$ cat config.mk
export PLATFORM = sky130hd
export DESIGN_NAME = scan_seq
export DESIGN_NICKNAME = d
export VERILOG_FILES = /design/src/rtl/scan_seq_pkg.sv /design/src/rtl/scan_cfg_check.sv /design/src/rtl/scan_cycle_timer.sv /design/src/rtl/scan_seq.sv
export SDC_FILE = /design/constraint.sdc
export NUM_CORES = 1
export LEC_CHECK = 0
export BUFFER_PORTS_ARGS = -buffer_cell sky130_fd_sc_hd__buf_2
export CORE_ASPECT_RATIO = 1.75
export CORE_MARGIN = 2
export CORE_UTILIZATION = 30
export CTS_CLUSTER_DIAMETER = 30
export DETAILED_ROUTE_END_ITERATION = 10
export PLACE_DENSITY_LB_ADDON = 0.3
export SLEW_MARGIN = 20
export SYNTH_ARGS = -nofsm -noshare
export SYNTH_HDL_FRONTEND = slang
export SYNTH_SLANG_ARGS = --single-unit
$ cat constraint.sdc
create_clock -name clk -period 3.6 [get_ports clk]
set_clock_uncertainty 0.05 [all_clocks]
set_input_delay 0.72 -clock clk [delete_from_list [all_inputs] [get_ports clk]]
set_output_delay 0.72 -clock clk [all_outputs]
set_load 0.05 [all_outputs]
$ cat src/rtl/scan_seq_pkg.sv
package scan_seq_pkg;

  typedef enum logic [1:0] {
    CLS_SINGLE = 2'd0,
    CLS_STEP   = 2'd1,
    CLS_BURST  = 2'd2
  } seq_cls_t;

  // mode code to behaviour class
  function automatic seq_cls_t decode_mode(logic [2:0] code);
    seq_cls_t c;
    case (code)
      3'b110, 3'b111: c = CLS_BURST;
      3'b100, 3'b101: c = CLS_STEP;
      default:        c = CLS_SINGLE;
    endcase
    return c;
  endfunction

  // enabled channel that follows the given one
  function automatic logic next_ch(logic cur, logic [1:0] en);
    return en[~cur] ? ~cur : cur;
  endfunction

endpackage

$ cat src/rtl/scan_cfg_check.sv
module scan_cfg_check
  import scan_seq_pkg::*;
(
  input  logic [2:0] mode_i,
  input  logic [1:0] ch_en_i,
  input  logic [1:0] in_cfg_i,
  input  logic       last_ch_i,
  output seq_cls_t   cls_o,
  output logic       bad_o,
  output logic [1:0] en_eff_o,
  output logic       first_ch_o
);

  logic one_input;

  always_comb begin
    cls_o     = decode_mode(mode_i);
    one_input = ^in_cfg_i;                       // codes 01, 10
    bad_o     = (cls_o != CLS_SINGLE) &&
                ((ch_en_i == 2'b00) ||
                 (one_input && ch_en_i[1]));
    en_eff_o  = (cls_o == CLS_SINGLE) ? 2'b01 : ch_en_i;
    case (cls_o)
      CLS_BURST: first_ch_o = ~ch_en_i[0];
      CLS_STEP:  first_ch_o = next_ch(last_ch_i, ch_en_i);
      default:   first_ch_o = 1'b0;
    endcase
  end

endmodule

$ cat src/rtl/scan_cycle_timer.sv
module scan_cycle_timer #(
  parameter int CW = 8
) (
  input  logic          clk,
  input  logic          rst_n,
  input  logic          restart_i,
  input  logic          run_i,
  input  logic [CW-1:0] len_i,
  output logic          wrap_o
);

  logic [CW-1:0] cnt_q, cnt_d, last_val;

  assign last_val = (len_i == '0) ? '0 : len_i - 1'b1;   // 0 acts as 1
  assign wrap_o   = run_i && (cnt_q == last_val);

  always_comb begin
    cnt_d = cnt_q;
    if (restart_i)  cnt_d = '0;
    else if (run_i) cnt_d = wrap_o ? '0 : cnt_q + 1'b1;
  end

  always_ff @(posedge clk or negedge rst_n) begin
    if (!rst_n) cnt_q <= '0;
    else        cnt_q <= cnt_d;
  end

endmodule

$ cat src/rtl/scan_seq.sv
module scan_seq
  import scan_seq_pkg::*;
#(
  parameter int CYC_W   = 8,
  parameter int SEQ_LEN = 16
) (
  input  logic             clk,
  input  logic             rst_n,
  input  logic [2:0]       mode_i,
  input  logic [1:0]       ch_en_i,
  input  logic [1:0]       in_cfg_i,
  input  logic [CYC_W-1:0] cyc_len_i,
  input  logic             start_i,
  input  logic             abort_i,
  input  logic             cal_busy_i,
  output logic             conv_go_o,
  output logic             conv_ch_o,
  output logic             busy_o,
  output logic             seq_err_o
);

  localparam int LW = (SEQ_LEN > 1) ? $clog2(SEQ_LEN) : 1;

  logic             run_q, run_d;
  logic             go_q, go_d;
  logic             ch_q, ch_d;
  logic             last_q, last_d;
  logic             err_q, err_d;
  logic [1:0]       en_q, en_d;
  logic [LW-1:0]    left_q, left_d;
  logic [CYC_W-1:0] len_q, len_d;

  seq_cls_t   cls;
  logic       bad, first_ch, wrap, accept, launch;
  logic [1:0] en_eff;

  scan_cfg_check u_check (
    .mode_i    (mode_i),
    .ch_en_i   (ch_en_i),
    .in_cfg_i  (in_cfg_i),
    .last_ch_i (last_q),
    .cls_o     (cls),
    .bad_o     (bad),
    .en_eff_o  (en_eff),
    .first_ch_o(first_ch)
  );

  // abort beats start, R11 start ignored while running
  assign accept = start_i && !abort_i && !run_q;
  assign launch = accept && !bad;

  scan_cycle_timer #(.CW(CYC_W)) u_timer (
    .clk      (clk),
    .rst_n    (rst_n),
    .restart_i(launch),
    .run_i    (run_q),
    .len_i    (len_q),
    .wrap_o   (wrap)
  );

  always_comb begin
    run_d  = run_q;
    go_d   = 1'b0;
    ch_d   = ch_q;
    last_d = last_q;
    err_d  = err_q;
    en_d   = en_q;
    left_d = left_q;
    len_d  = len_q;
    if (abort_i) begin
      run_d = 1'b0;
    end else if (accept) begin
      if (bad) begin
        err_d = 1'b1;
      end else begin
        err_d  = 1'b0;
        run_d  = 1'b1;
        go_d   = 1'b1;
        ch_d   = first_ch;
        en_d   = en_eff;
        len_d  = cyc_len_i;
        left_d = (cls == CLS_BURST) ? LW'(SEQ_LEN - 1) : '0;
        if (cls != CLS_SINGLE) last_d = first_ch;
      end
    end else if (wrap) begin
      if (left_q != '0) begin
        go_d   = 1'b1;
        ch_d   = next_ch(ch_q, en_q);
        last_d = next_ch(ch_q, en_q);
        left_d = left_q - 1'b1;
      end else begin
        run_d = 1'b0;
      end
    end
  end

  always_ff @(posedge clk or negedge rst_n) begin
    if (!rst_n) begin
      run_q  <= 1'b0;
      go_q   <= 1'b0;
      ch_q   <= 1'b0;
      last_q <= 1'b1;
      err_q  <= 1'b0;
      en_q   <= 2'b01;
      left_q <= '0;
      len_q  <= '0;
    end else begin
      run_q  <= run_d;
      go_q   <= go_d;
      ch_q   <= ch_d;
      last_q <= last_d;
      err_q  <= err_d;
      en_q   <= en_d;
      left_q <= left_d;
      len_q  <= len_d;
    end
  end

  assign conv_go_o = go_q;
  assign conv_ch_o = ch_q;
  assign busy_o    = run_q || cal_busy_i;
  assign seq_err_o = err_q;

endmodule

==> results of run 1 <==
## per-layer routing
layer	part of all wire, %	track usage [%]
met4	1.9	5.87
met1	40	15.0
met5	0	0
met3	1.6	1.17
met2	56	25.2
## cells in the final DEF (no fill, tap or decap), types with 5 or more instances in the layout
master and instances:
nor2_1 8, o21ai_0 15, dfrtp_1 25, nand3_1 5, o31ai_1 5, nor4_1 5
ha_1 6, nand2_1 34, inv_1 13, nand2b_1 5, a21oi_1 7, buf_2 22
## final timing paths
kind / from / endpoint / slack [ps] / cells after the start
max reg2reg: len_q[0] / left_q[0] / 360 / 9
min reg2reg: en_q[0] / en_q[0] / 420 / 2
max: len_q[0] / left_q[0] / 360 / 9
max in group asynchronous: rst_n / u_timer.cnt_q[3] / 2690 / 1
min: rst_n / conv_go_o / 400 / 1
min in group clk: en_q[0] / en_q[0] / 420 / 2
## flip-flops by register name, indices dropped and copies added, names as in the netlist
| name | flops |
|---|---|
| left_q | 4 |
| en_q | 2 |
| conv_ch_o | 1 |
| conv_go_o | 1 |
| len_q | 8 |
| seq_err_o | 1 |
| last_q | 1 |
| run_q | 1 |
| u_timer.cnt_q | 8 |
## cells by family (layout without fill, tap and decap cells)
kind of cell    count (synthesis)  after routing  synth area share [%]
flops                          27             27                  38.1
mux                             4              4                  2.39
simple gates                   90             90                  27.4
fa+ha+maj                       6              6                  4.22
buf+inv                        22             42                  5.06
xor+xnor                        6              6                  2.95
compound gates                 52             52                  19.9
## metrics by stage
step,power [mW],area (um^2)
5_1_grt,1.20,2020
3_5_place_dp,0.935,1970
3_3_place_gp,0.929,1970
6_report,1.11,2020
4_1_cts,1.12,2020
2_1_floorplan,0.822,1780
## worst max-delay path: stages (launching register included)
cell	delay (ps)
dfrtp_1	450
inv_1	100
ha_1	250
or3b_1	440
o31a_1	260
o211ai_1	180
nand4_1	170
or3_4	450
o31a_1	420
a221o_1	370
## power by group through the flow
stage,Clock [mW],Sequential [mW],Combinational [mW]
3_3_place_gp,0,0.502,0.427
5_1_grt,0.199,0.514,0.490
2_1_floorplan,0,0.489,0.333
6_report,0.182,0.497,0.429
4_1_cts,0.187,0.497,0.433
3_5_place_dp,0,0.502,0.432
## cell type report
type | instances | share of cell area (%)
Sequential cell | 27 | 33.6
Inverter | 13 | 2.42
Timing Repair Buffer | 25 | 6.58
Clock inverter | 1 | 0.372
Multi-Input combinational cell | 158 | 50.1
Clock buffer | 3 | 2.05
Tap cell | 78 | 4.84
==> impl_metrics.env, run 1 <==
export IMPL_status="finished, final reports clean"
export IMPL_worstPathRequired_ps=3730
export IMPL_syn_avg_cell_area_um2=8.60
export IMPL_fmax_ghz=0.308
export IMPL_antenna_found_initial=0
export IMPL_grt_max_degree=28
export IMPL_grt_pass1_wl_um=7140
export IMPL_powerDensity_nw_per_um2=549
export IMPL_io_buffers=22
export IMPL_drv_slew=0
export IMPL_hpwl_um=3230
export IMPL_worstMarginPinSlew_ps=630
export IMPL_cts_setup_buffers=0
export IMPL_max_slew_margin_rel_pct=58.0
export IMPL_die_h_um=106
export IMPL_drtIter0Drc=42
export IMPL_period_minus_slack_ps=3240
export IMPL_cts_buffers=3
export IMPL_finalCritPeriodShare_pct=90.1
export IMPL_avgRoutedWirePerCell_um=13.8
export IMPL_cts_sinks=27
export IMPL_nNetsFinal=254
export IMPL_hold_buffers=0
export IMPL_synth_top_cells_by_area="dfrtp_1 35%, nand2_1 7.2%, ha_1 4.2%, o21ai_0 4.2%, dfstp_2 3.0%"
export IMPL_cp_arrival_ps=3370
export IMPL_grt_remaining_overflow=0
export IMPL_fin_util_pct=34.9
export IMPL_seq_power_share_pct=44.9
export IMPL_multi_input_area_um2=1010
export IMPL_whs_ps=395
export IMPL_synth_common_cells="34 x nand2_1, 25 x dfrtp_1, 15 x o21ai_0, 13 x inv_1"
export IMPL_crit_path_start_kind="register"
export IMPL_synth_cell_types=50
export IMPL_syn_cell_area_um2=1780
export IMPL_hold_viol=0
export IMPL_synth_ff_type="dfrtp_1"
export IMPL_fin_cells=305
export IMPL_setup_slack_ps=356
export IMPL_rows=37
export IMPL_coreArea_um2=5790
export IMPL_synth_edf_count=0
export IMPL_seq_area_frac_synth_pct=38.1
export IMPL_async_reset_ff_share_pct=100
export IMPL_setup_violations=0
export IMPL_p_sw_mw=0.441
export IMPL_path_max_fanout=14
export IMPL_firstDrtPassIters=4
export IMPL_grt_pass1_vias=1546
export IMPL_die_w_um=62.2
export IMPL_p_leak_nw=0.892
export IMPL_place_gp_congestion=0.781
export IMPL_layout_drive_gt1_share_pct=17.6
export IMPL_synthCells=207
export IMPL_critPathKind="reg2reg"
export IMPL_rsz0062_at_grt="false"
export IMPL_die_area_um2=6590
export IMPL_drc=0
export IMPL_ctsResizeCount=0
export IMPL_dp_cells=301
export IMPL_cts_tree="done"
export IMPL_synth_top_cell_area_share_pct=35.2
export IMPL_hold_class="in2async"
export IMPL_power_internal_mw=0.666
export IMPL_yosysMostFrequentCell="nand2_1"
export IMPL_clk_insertion_delay_late_ps=280
export IMPL_initial_core_util_pct=30.7
export IMPL_fill_cells=627
export IMPL_cts_buffer_depth=2
export IMPL_combPwrFrac_pct=38.7
export IMPL_cts_max_level=1
export IMPL_seq_area_um2=678
export IMPL_io_pins=24
export IMPL_ir_drop_mv=0.216
export IMPL_grt_use_total_pct=13.4
export IMPL_synth_area_leader_cell="dfrtp_1"
export IMPL_setup_tns_ps=0
export IMPL_via_per_inst=5.08
export IMPL_synth_fp_nets=233
export IMPL_clkPwrFrac_pct=16.4
export IMPL_antenna_left=0
export IMPL_ys_ff_latch=27
export IMPL_diodes=0
export IMPL_p_sw_share_pct=39.9
export IMPL_cap_violations=0
export IMPL_drt_wl_total_um=4200
export IMPL_ys_warn_count=0
export IMPL_endpoint_kind="register"
export IMPL_clockRootBuffer="clkbuf_8"
export IMPL_vias=1550
export IMPL_dp_slack_ps=361
export IMPL_path_clk_slew_ps=100
export IMPL_syn_to_final_growth_pct=13.4
(Power assumes the default switching activity.)
==> run 2: changes to the inputs <==
- CTS_CLUSTER_SIZE: default -> 12
- REMOVE_ABC_BUFFERS: default -> 1
==> run 2 against run 1 <==
Utilization rose by 0.065 points. Critical endpoint unchanged. Worst hold slack got worse by 5.5 ps. Worst setup slack improved by 74 ps. Highest routed layer unchanged. Maximum frequency rose by 2.3%.
==> impl_metrics.env, run 2 (synthesis gave the netlist of run 1 again) <==
export IMPL_vias=1559
export IMPL_cts_max_level=1
export IMPL_ctsResizeCount=0
export IMPL_rows=37
export IMPL_p_leak_nw=0.898
export IMPL_hold_viol=0
export IMPL_reg2reg_from="len_q[0]"
export IMPL_die_area_um2=6590
export IMPL_powerDensity_nw_per_um2=545
export IMPL_max_slew_margin_rel_pct=60.1
export IMPL_cts_buffers=3
export IMPL_worst_path_dominant_cell_family="compound AO/OA/AOI/OAI gates"
export IMPL_avgRoutedWirePerCell_um=13.3
export IMPL_cap_violations=0
export IMPL_endpoint_kind="register"
export IMPL_multi_input_area_um2=1010
export IMPL_io_buffers=22
export IMPL_period_minus_slack_ps=3170
export IMPL_final_common_cell="nand2_1"
export IMPL_drt_wl_total_um=4060
export IMPL_grt_pass1_vias=1546
export IMPL_status="finished, final reports clean"
export IMPL_crit_top_cell="o31a_1"
export IMPL_place_gp_congestion=0.852
export IMPL_path_clk_slew_ps=90
export IMPL_grt_use_total_pct=13.1
export IMPL_die_h_um=106
export IMPL_hold_buffers=0
export IMPL_cts_sinks=27
export IMPL_die_w_um=62.2
export IMPL_whs_ps=390
export IMPL_rsz0062_at_grt="false"
export IMPL_crit_slowest_cell="dfrtp_1"
export IMPL_cp_arrival_ps=3290
export IMPL_drc=0
export IMPL_layout_drive_gt1_share_pct=17.5
export IMPL_critPathKind="reg2reg"
export IMPL_crit_path_start_kind="register"
export IMPL_fill_cells=631
export IMPL_cpPeakStageDelay_ps=440
export IMPL_syn_to_final_growth_pct=13.6
export IMPL_antenna_found_initial=0
export IMPL_antenna_left=0
export IMPL_diodes=0
export IMPL_cts_setup_buffers=0
export IMPL_drv_slew=0
export IMPL_hold_class="in2async"
export IMPL_reg2reg_depth=9
export IMPL_coreArea_um2=5790
export IMPL_clk_insertion_delay_late_ps=270
export IMPL_hpwl_um=3240
export IMPL_top_regs="len_q: 8 flops, u_timer.cnt_q: 8 flops, left_q: 4 flops"
export IMPL_fmax_ghz=0.315
export IMPL_finalCritPeriodShare_pct=88.1
export IMPL_r2r_end="left_q[0]"
export IMPL_final_cell_mix="34 x nand2_1, 25 x dfrtp_1, 22 x buf_2, 15 x o21ai_0, 13 x inv_1"
export IMPL_grt_max_degree=28
export IMPL_path_buf_inv=1
export IMPL_via_per_inst=5.09
export IMPL_firstDrtPassIters=4
export IMPL_setup_violations=0
export IMPL_worstMarginPinSlew_ps=598
export IMPL_setup_tns_ps=0
export IMPL_initial_core_util_pct=30.7
export IMPL_path_max_fanout=14
export IMPL_cts_buffer_depth=2
export IMPL_grt_pass1_wl_um=7030
export IMPL_grt_remaining_overflow=0
export IMPL_drtIter0Drc=53
export IMPL_seq_area_um2=678
export IMPL_r2r_slack_ps=430
export IMPL_nNetsFinal=255
export IMPL_worstPathRequired_ps=3720
export IMPL_clockRootBuffer="clkbuf_8"
export IMPL_cts_tree="done"
export IMPL_path_cells="inv_1 > ha_1 > or3b_1 > o31a_1 > o211ai_1 > nand4_1 > or3_4 > o31a_1 > a221o_1"
export IMPL_ir_drop_mv=0.255
export IMPL_io_pins=24
==> run 2: worst reg2reg max path: stages, from the launching register on <==
cell and delay (ps):
dfrtp_1 440, inv_1 90, ha_1 240, or3b_1 430, o31a_1 260, o211ai_1 170
nand4_1 140, or3_4 440, o31a_1 420, a221o_1 370
==> run 2: cell type report <==
type | instances | share of cell area [%]
tap | 78 | 4.83
timing repair buffer | 26 | 6.93
clock buffer | 4 | 2.23
sequential | 27 | 33.6
multi-input combinational | 158 | 50.0
inverter | 13 | 2.41
==> run 2: worst max-delay path by stage <==
stage             start         to  slack (ps)  cells past startpoint
2_1_floorplan   start_i  left_q[0]         610                      4
3_3_place_gp   len_q[0]  left_q[0]         440                      9
3_5_place_dp   len_q[0]  left_q[0]         450                      9
4_1_cts        len_q[0]  left_q[0]         430                      9
5_1_grt        len_q[0]  left_q[0]         230                      9
6_report       len_q[0]  left_q[0]         430                      9
==> run 2: metal layers <==
| metal | up-vias | share of wire (%) | global-route usage, % | routed length [um] |
|---|---|---|---|---|
| met2 | 18 | 59 | 26.4 | 2390 |
| met4 | 0 | 2.2 | 6.19 | 90 |
| met1 | 747 | 38 | 13.6 | 1520 |
| li1 | 788 | - | - | - |
| met3 | 6 | 1.4 | 0.213 | 58 |
| met5 | - | 0 | 0 | 0 |
==> run 2: power by group <==
| group | switching, mW | internal, mW | leakage (nW) |
|---|---|---|---|
| Clock | 0.0931 | 0.0794 | 0.0228 |
| Sequential | 0.107 | 0.388 | 0.334 |
| Combinational | 0.234 | 0.200 | 0.541 |
| Total | 0.434 | 0.668 | 0.898 |
==> run 2: stage by stage <==
stage / instance area (um^2) / setup WS [ps] / cells / power, mW / utilization [%]
finish: 2020 / 430 / 306 / 1.10 / 34.9
CTS: 2020 / 427 / 306 / 1.12 / 34.9
global route: 2020 / 227 / 306 / 1.19 / 34.9
global placement: 1980 / 443 / 302 / 0.928 / 34.1
detailed placement: 1980 / 452 / 302 / 0.940 / 34.1
floorplan: 1740 / 608 / 198 / 0.811 / -
==> run 3: changes to the inputs <==
- clock period: 3.6 -> 2.8 ns (I/O delays scaled with it)
==> run 3 against run 2 <==
Final cell count is 6.9% higher. Critical path depth is 1 lower. Worst hold slack worse by 150 ps. Final area is 10% higher. Register-to-register slack worse by 400 ps. Largest cell class unchanged. Highest routed layer unchanged.
==> impl_metrics.env, run 3 (synthesis gave the netlist of run 1 again) <==
export IMPL_cts_tree="done"
export IMPL_final_cell_mix="34 x nand2_1, 24 x dfrtp_1, 24 x buf_4, 22 x buf_2, 15 x o21ai_0"
export IMPL_place_gp_congestion=0.887
export IMPL_nNetsFinal=276
export IMPL_combPwrFrac_pct=47.1
export IMPL_path_clk_slew_ps=90
export IMPL_drc=0
export IMPL_finalCritPeriodShare_pct=98.9
export IMPL_reg2reg_from="len_q[2]"
export IMPL_fin_cells=327
export IMPL_path_cells="or4_4 > buf_4 > o21a_1 > o21ai_1 > xnor2_1 > or3_4 > o31a_1 > a221o_1"
export IMPL_top_regs="len_q: 8 flops, u_timer.cnt_q: 8 flops, left_q: 4 flops"
export IMPL_cap_violations=0
export IMPL_clkPwrFrac_pct=14.2
export IMPL_cts_sinks=27
export IMPL_r2r_slack_ps=30
export IMPL_antenna_found_initial=0
export IMPL_p_sw_share_pct=38.6
export IMPL_p_leak_nw=1.01
export IMPL_clockRootBuffer="clkbuf_8"
export IMPL_whs_ps=242
export IMPL_cts_max_level=1
export IMPL_worstMarginPinSlew_ps=625
export IMPL_period_minus_slack_ps=2770
export IMPL_cp_arrival_ps=2880
export IMPL_drtIter0Drc=19
export IMPL_fmax_ghz=0.361
export IMPL_firstDrtPassIters=4
export IMPL_initial_core_util_pct=30.7
export IMPL_clk_insertion_delay_late_ps=270
export IMPL_reg2reg_depth=8
export IMPL_avgRoutedWirePerCell_um=13.4
export IMPL_die_w_um=62.2
export IMPL_die_area_um2=6590
export IMPL_hold_viol=0
export IMPL_rows=37
export IMPL_io_buffers=22
export IMPL_die_h_um=106
export IMPL_grt_pass1_vias=1661
export IMPL_path_max_fanout=5
export IMPL_p_sw_mw=0.604
export IMPL_cpPeakStageDelay_ps=550
export IMPL_final_common_cell="nand2_1"
export IMPL_grt_remaining_overflow=0
export IMPL_antenna_left=0
export IMPL_critPathKind="reg2reg"
export IMPL_hold_buffers=0
export IMPL_crit_slowest_cell="or4_4"
export IMPL_cts_buffer_depth=2
export IMPL_fin_area_um2=2230
export IMPL_io_pins=24
export IMPL_dp_cells=321
export IMPL_grt_pass1_wl_um=7530
export IMPL_setup_tns_ps=0
export IMPL_coreArea_um2=5790
export IMPL_endpoint_kind="register"
export IMPL_vias=1695
export IMPL_rsz0062_at_grt="true"
export IMPL_drv_slew=0
export IMPL_hold_class="in2async"
export IMPL_cts_buffers=3
export IMPL_crit_path_start_kind="register"
export IMPL_place_area_um2=2120
export IMPL_diodes=0
export IMPL_hpwl_um=3430
export IMPL_seq_power_share_pct=38.7
export IMPL_layout_drive_gt1_share_pct=28.1
export IMPL_max_slew_margin_rel_pct=58.3
export IMPL_grt_max_degree=28
export IMPL_powerDensity_nw_per_um2=701
export IMPL_r2r_end="left_q[0]"
export IMPL_status="finished, final reports clean"
export IMPL_grt_use_total_pct=14.1
export IMPL_drt_wl_total_um=4380
export IMPL_total_power_mw=1.56
export IMPL_syn_to_final_growth_pct=25.3
export IMPL_setup_violations=0
export IMPL_power_internal_mw=0.958
export IMPL_worstPathRequired_ps=2910
export IMPL_via_per_inst=5.18
export IMPL_ir_drop_mv=0.367
==> run 3: cell count changes in the layout (fill, tap and decap cells not counted), sizes merged <==
| cell | delta |
|---|---|
| buf | +21 |
==> run 3: worst max-delay path by stage <==
stage	from	end	slack, ps	cells after the start
global placement	len_q[0]	left_q[0]	-70	9
global route	len_q[1]	left_q[0]	-70	8
floorplan	len_q[0]	left_q[0]	-70	9
finish	len_q[2]	left_q[0]	30	8
detailed placement	len_q[0]	left_q[0]	-80	9
CTS	len_q[0]	left_q[0]	-10	9
==> run 3: repair_timing <==
item	4_1_cts	5_1_grt
setup endpoints to repair	6	9
buffers inserted	1	1
gates resized for setup	1	13
gates cloned	0	0
pin swaps	3	1
==> run 3: metal layers <==
layer  wire, um  vias up  track usage (%)
met2       2530       29             26.9
met4        130        0             7.78
li1           -      832                -
met5          0        -                0
met3         62        9            0.961
met1       1660      825             15.1
==> run 3: critical path, delay by kind of cell (launching register included) <==
| kind | cells | cell delay, ps |
|---|---|---|
| AOI/OAI and AO/OA | 4 | 1000 |
| and+or+nand+nor | 2 | 940 |
| DFF | 1 | 410 |
| buffers and inverters | 1 | 160 |
| xor gates and xnor gates | 1 | 110 |
==> run 3: final cells by class <==
| class | count | area, um^2 |
|---|---|---|
| Multi-Input combinational cell | 158 | 1060 |
| Clock buffer | 4 | 45.0 |
| Tap cell | 78 | 97.6 |
| Fill cell | 602 | 3560 |
| Timing Repair Buffer | 47 | 302 |
| Inverter | 13 | 48.8 |
| Sequential cell | 27 | 679 |
==> run 3: power by group through the flow <==
stage	Combinational, mW	Sequential, mW	Clock (mW)
after global routing	0.830	0.623	0.248
after detailed placement	0.689	0.610	0
after global placement	0.681	0.607	0
after CTS	0.695	0.601	0.228
after floorplan	0.395	0.647	0
final	0.736	0.604	0.222
==> run 3: metrics by stage <==
stage,worst slack [ps],utilization [%]
2_1_floorplan,-66.6,-
3_3_place_gp,-72.4,36.6
3_5_place_dp,-82.1,36.6
4_1_cts,-10.7,37.6
5_1_grt,-71.0,38.5
6_report,29.7,38.5
